## config.mk

```make
export PLATFORM = sky130hd
export DESIGN_NAME = dbg_cp_access_gate
export DESIGN_NICKNAME = d
export VERILOG_FILES = /design/src/rtl/dbg_cp_access_gate.sv
export SDC_FILE = /design/constraint.sdc
export NUM_CORES = 1
export LEC_CHECK = 0
export ABC_CLOCK_PERIOD_IN_PS = 2000
export BUFFER_PORTS_ARGS = -buffer_cell sky130_fd_sc_hd__buf_2
export CAP_MARGIN = 0
export CORE_AREA = 5 5 42 44
export CTS_CLUSTER_DIAMETER = 30
export DETAILED_ROUTE_END_ITERATION = 7
export DIE_AREA = 0 0 47 49
export GPL_TIMING_DRIVEN = 0
export PLACE_DENSITY = 0.7
export SYNTH_ARGS = -nofsm -noshare
export SYNTH_HDL_FRONTEND = slang
export SYNTH_SLANG_ARGS = --single-unit
```

## constraint.sdc

```tcl
create_clock -name clk -period 2 [get_ports clk]
set_clock_uncertainty 0.1 [all_clocks]
set_input_delay 0.4 -clock clk [delete_from_list [all_inputs] [get_ports clk]]
set_output_delay 0.4 -clock clk [all_outputs]
set_load 0.03 [all_outputs]
```

## src/rtl/dbg_cp_access_gate.sv

```systemverilog
module dbg_cp_access_gate #(
  parameter int CLS_W  = 3,
  parameter int FLAG_W = 4
) (
  input  logic              clk,
  input  logic              rst_n,
  input  logic              acc_valid,
  input  logic [CLS_W-1:0]  acc_class,
  input  logic              acc_write,
  input  logic              acc_impl,
  input  logic              acc_rd15,
  input  logic              priv,
  input  logic              dbg_halted,
  input  logic              user_lock,
  input  logic [1:0]        mode_sel,
  input  logic [FLAG_W-1:0] status_top,
  output logic              proceed,
  output logic              undef,
  output logic [CLS_W-1:0]  reg_sel,
  output logic              flag_upd,
  output logic [FLAG_W-1:0] flag_val,
  output logic              flag_unpred
);
  localparam logic [CLS_W-1:0] C_ID   = CLS_W'(0);
  localparam logic [CLS_W-1:0] C_STAT = CLS_W'(1);
  localparam logic [CLS_W-1:0] C_XFER = CLS_W'(2);
  localparam logic [CLS_W-1:0] C_COMM = CLS_W'(3);
  localparam logic [CLS_W-1:0] C_OTH  = CLS_W'(4);
  localparam logic [1:0]       MONITOR = 2'b10;

  logic supported, user_ok, priv_ok, allow, rd15_hit, go;

  assign supported = acc_impl && (acc_class <= C_OTH) && !(acc_class == C_ID && acc_write);
  assign user_ok   = !user_lock && (acc_class == C_ID || acc_class == C_XFER ||
                                    acc_class == C_COMM || (acc_class == C_STAT && !acc_write));
  assign priv_ok   = (acc_class != C_OTH) || (mode_sel == MONITOR);
  assign allow     = supported && (dbg_halted || (priv ? priv_ok : user_ok));
  assign go        = acc_valid && allow;
  assign rd15_hit  = go && !acc_write && acc_rd15;

  always_ff @(posedge clk) begin
    if (!rst_n) begin
      proceed     <= 1'b0;
      undef       <= 1'b0;
      reg_sel     <= '0;
      flag_upd    <= 1'b0;
      flag_val    <= '0;
      flag_unpred <= 1'b0;
    end else begin
      proceed     <= go;
      undef       <= acc_valid && !allow;
      reg_sel     <= go ? acc_class : '0;
      flag_upd    <= rd15_hit;
      flag_val    <= (rd15_hit && acc_class == C_STAT) ? status_top : '0;
      flag_unpred <= rd15_hit && acc_class != C_STAT;
    end
  end

  a_r1_one_verdict: assert property (@(posedge clk) disable iff (!rst_n)
    acc_valid |=> (proceed != undef));
  a_r1_idle_quiet: assert property (@(posedge clk) disable iff (!rst_n)
    !acc_valid |=> (!proceed && !undef));
  a_r2_reserved_refused: assert property (@(posedge clk) disable iff (!rst_n)
    (acc_valid && (acc_class > C_OTH || !acc_impl)) |=> undef);
  a_r3_halted_proceeds: assert property (@(posedge clk) disable iff (!rst_n)
    (acc_valid && dbg_halted && acc_impl && acc_class <= C_OTH && acc_class != C_ID) |=> proceed);
  a_r5_locked_user: assert property (@(posedge clk) disable iff (!rst_n)
    (acc_valid && !priv && !dbg_halted && user_lock) |=> undef);
  a_r9_unpred_zero: assert property (@(posedge clk) disable iff (!rst_n)
    flag_unpred |-> (flag_upd && flag_val == '0 && proceed));
  a_r10_sel_idle: assert property (@(posedge clk) disable iff (!rst_n)
    !proceed |-> reg_sel == '0);
endmodule

```

==> flow_results.xml <==
<?xml version="1.0" encoding="UTF-8"?>
<metrics>
  <group name="run_status">
    <metric name="run_status" unit="">finished, final reports clean</metric>
  </group>
  <group name="sta">
    <metric name="fin_crit" unit="ns">1.45</metric>
    <metric name="max_slew.worst_pin.slew" unit="ns">0.282</metric>
    <metric name="max_freq" unit="GHz">0.690</metric>
    <metric name="timing.slew.headroom" unit="%">81.0</metric>
    <metric name="maxSlewViolCount" unit="">0</metric>
    <metric name="finalHoldViolCount" unit="">0</metric>
    <metric name="tns" unit="ns">0</metric>
    <metric name="rsz0062_at_grt" unit="">no</metric>
    <metric name="setup-violations-final" unit="">0</metric>
    <metric name="final.period_utilization" unit="%">72.5</metric>
  </group>
  <group name="place">
    <metric name="number_of_port_buffers" unit="">28</metric>
    <metric name="post-dp-hpwl" unit="um">716</metric>
    <metric name="gpl.final_weighted_congestion" unit="">0.696</metric>
  </group>
  <group name="cells_and_area">
    <metric name="area.growth.synth_to_final" unit="%">47.6</metric>
    <metric name="final.fill_count" unit="">154</metric>
    <metric name="post_route_cells_drive_above_1_share" unit="%">46.4</metric>
    <metric name="antenna_cells" unit="">0</metric>
    <metric name="layout.nets" unit="">88</metric>
  </group>
  <group name="yosys">
    <metric name="post_synth_main_area_contributors" unit="">sky130_fd_sc_hd__dfxtp_1, sky130_fd_sc_hd__and3_1, sky130_fd_sc_hd__nor2b_1</metric>
    <metric name="netlist.area_leader.share" unit="%">56.2</metric>
    <metric name="syn_area" unit="um2">392</metric>
    <metric name="synthXorXnorAreaFrac" unit="%">0</metric>
    <metric name="synth.distinct_cells" unit="">16</metric>
    <metric name="yosysTopAreaCell" unit="">sky130_fd_sc_hd__dfxtp_1</metric>
    <metric name="area_fraction_in_compound_gates_after_synthesis" unit="%">6.07</metric>
    <metric name="synthesis.nets" unit="">55</metric>
    <metric name="synth_fa_ha_area_share" unit="%">0</metric>
    <metric name="ys_seq_elements" unit="">11</metric>
    <metric name="netlist_instances" unit="">37</metric>
    <metric name="yosys_warnings" unit="">0</metric>
    <metric name="synth.yosys.seq_area_share" unit="%">56.2</metric>
    <metric name="synth.area.mux_share" unit="%">0</metric>
    <metric name="yosys.area_share.simple" unit="%">33.9</metric>
    <metric name="syn-mean-instance-area" unit="um2">10.6</metric>
    <metric name="synth_top_family_by_area" unit="">simple AND/OR/NAND/NOR gates</metric>
  </group>
  <group name="setup_path">
    <metric name="slowest_stage" unit="">sky130_fd_sc_hd__or4b_1</metric>
    <metric name="cp.arrival" unit="ns">1.51</metric>
    <metric name="critical_path_required_time" unit="ns">2.06</metric>
    <metric name="cp.buffers_inverters" unit="">2</metric>
    <metric name="timing.critical_path.max_delay_family" unit="">simple AND/OR/NAND/NOR gates</metric>
    <metric name="crit_fanout" unit="">10</metric>
    <metric name="category_of_the_most_critical_setup_path" unit="">primary input to flip-flop</metric>
    <metric name="critical_path.startpoint_type" unit="">primary input</metric>
    <metric name="chain_of_cells_forming_the_critical_path" unit="">buf_2, or4b_1, nand3_1, a21oi_1, buf_6, and3_1</metric>
    <metric name="capturing_element_type_of_the_critical_path" unit="">flip-flop</metric>
    <metric name="critPathMaxStageDelay" unit="ns">0.51</metric>
    <metric name="worst_setup_path_startpoint" unit="">acc_class[1]</metric>
  </group>
  <group name="route">
    <metric name="firstDrtPassIters" unit="">4</metric>
    <metric name="post-route-drc-count" unit="">0</metric>
    <metric name="drtIter0Drc" unit="">1</metric>
    <metric name="drt_wl_total" unit="um">854</metric>
    <metric name="wire_per_inst" unit="um">10.0</metric>
    <metric name="vias_per_cell" unit="">4.64</metric>
    <metric name="postRouteAntennaNets" unit="">0</metric>
    <metric name="via_count" unit="">394</metric>
  </group>
  <group name="floorplanning">
    <metric name="top_level_ports" unit="">29</metric>
    <metric name="die_area" unit="um2">2300</metric>
    <metric name="initial_core_util" unit="%">27.9</metric>
    <metric name="row_count" unit="">14</metric>
    <metric name="floorplan.core_area" unit="um2">1400</metric>
    <metric name="die-height" unit="um">49</metric>
    <metric name="dieWidth" unit="um">47</metric>
  </group>
  <group name="power">
    <metric name="vdd_drop_max" unit="uV">242</metric>
    <metric name="p_total" unit="uW">417</metric>
    <metric name="p_leak" unit="uW">0.000329</metric>
    <metric name="power_density" unit="nW/um2">722</metric>
  </group>
  <group name="cts">
    <metric name="tritoncts.num_buffers" unit="">3</metric>
    <metric name="h-tree-depth" unit="">1</metric>
    <metric name="post_cts_resize_count" unit="">0</metric>
    <metric name="clock_sink_count" unit="">11</metric>
    <metric name="post_cts.repair.setup_buffers" unit="">0</metric>
    <metric name="cts.hold.buffers_added" unit="">0</metric>
    <metric name="tritoncts_clock_tree" unit="">done</metric>
    <metric name="clk_transition_reported_paths" unit="ns">0.06</metric>
    <metric name="cell_at_the_root_of_the_clock_tree" unit="">sky130_fd_sc_hd__clkbuf_4</metric>
    <metric name="clock_path_buffers" unit="">2</metric>
  </group>
  <group name="grt">
    <metric name="grt.busiest_layer" unit="">met2</metric>
    <metric name="antenna_found_initial" unit="">0</metric>
    <metric name="globalRouteMet2Util" unit="%">12.2</metric>
    <metric name="grt_start_max_net_pins" unit="">11</metric>
    <metric name="grt_pass1_vias" unit="">361</metric>
    <metric name="grt_pass1_wl" unit="um">1390</metric>
    <metric name="grtUsageMet3" unit="%">1.85</metric>
    <metric name="grt_overflow" unit="">0</metric>
    <metric name="groute.layer.met1.usage" unit="%">8.83</metric>
    <metric name="globalRouteTotalUtil" unit="%">8.67</metric>
  </group>
  <group name="flow_run">
    <metric name="max_cap_violations" unit="">0</metric>
  </group>
  <group name="hold_path">
    <metric name="hp-class" unit="">primary input to flip-flop</metric>
    <metric name="min-delay-start" unit="">status_top[0]</metric>
  </group>
</metrics>
==> power by group <==
part | leakage (uW) | switching [uW] | internal [uW]
Combinational | 0.000225 | 24.6 | 23.6
Clock | 0.0000150 | 69.2 | 77.1
Sequential | 0.0000890 | 0.573 | 222
Total | 0.000329 | 94.4 | 323
==> stage by stage <==
stage,hold WS (ns),setup WS (ns),area (um2),cells,util [%]
finish,0.255,0.550,578,85,41.3
global route,0.258,0.490,578,85,41.3
CTS,0.247,0.555,578,85,41.3
detailed placement,0.529,0.266,552,81,39.4
global placement,0.529,0.280,552,81,39.4
floorplan,0.446,0.446,392,37,-
==> cell usage after synthesis <==
| cell | n |
|---|---|
| sky130_fd_sc_hd__a21oi_1 | 2 |
| sky130_fd_sc_hd__nor3_1 | 1 |
| sky130_fd_sc_hd__and3_1 | 9 |
| sky130_fd_sc_hd__nor2b_1 | 3 |
| sky130_fd_sc_hd__buf_6 | 1 |
| sky130_fd_sc_hd__or4b_1 | 1 |
| sky130_fd_sc_hd__inv_1 | 1 |
| sky130_fd_sc_hd__nand3b_1 | 1 |
| sky130_fd_sc_hd__nand3_1 | 1 |
| sky130_fd_sc_hd__o41ai_1 | 1 |
| sky130_fd_sc_hd__and4b_1 | 1 |
| sky130_fd_sc_hd__o21ai_0 | 1 |
| sky130_fd_sc_hd__and2_1 | 1 |
| sky130_fd_sc_hd__and2_0 | 1 |
| sky130_fd_sc_hd__dfxtp_1 | 11 |
| sky130_fd_sc_hd__nor3b_1 | 1 |
==> placed cells by master, fill, tap and decap left out, types with 2 or more instances in the layout <==
cell / count
sky130_fd_sc_hd__a21oi_1: 2
sky130_fd_sc_hd__and3_1: 9
sky130_fd_sc_hd__buf_2: 28
sky130_fd_sc_hd__clkbuf_4: 3
sky130_fd_sc_hd__dfxtp_1: 11
sky130_fd_sc_hd__nor2b_1: 3
==> logic make-up (layout without fill, tap and decap cells) <==
| family | count (synthesis) | after routing |
|---|---|---|
| compound gates | 4 | 4 |
| buf+inv | 2 | 34 |
| flops | 11 | 11 |
| simple gates | 20 | 20 |
==> cell type report <==
cell class / count / area [um2] / area share [%]
repair buffers: 28 / 140 / 24.2
flip-flops and latches: 11 / 220 / 38.1
inverters: 1 / 3.75 / 0.649
plain buffers: 1 / 11.3 / 1.95
multi-input cells: 24 / 156 / 27.1
well taps: 16 / 20.0 / 3.46
clock buffers: 4 / 26.3 / 4.55
==> routing by layer <==
metal | routed length, um | part of all wire (%)
met1 | 303 | 35
met2 | 373 | 44
met3 | 126 | 15
met4 | 51 | 6.0
met5 | 0 | 0
==> registers in the layout, indices dropped and copies added, names as in the netlist <==
register and count:
flag_upd 1, reg_sel 3, undef 1, flag_unpred 1
flag_val 4, proceed 1
==> worst paths after layout <==
path                                     end  slack (ns)  cells after the start
worst max-delay path  flag_val[2]$_SDFF_PN0_        0.55                      6
worst min-delay path  flag_val[0]$_SDFF_PN0_        0.26                      2
(Power assumes the default switching activity.)
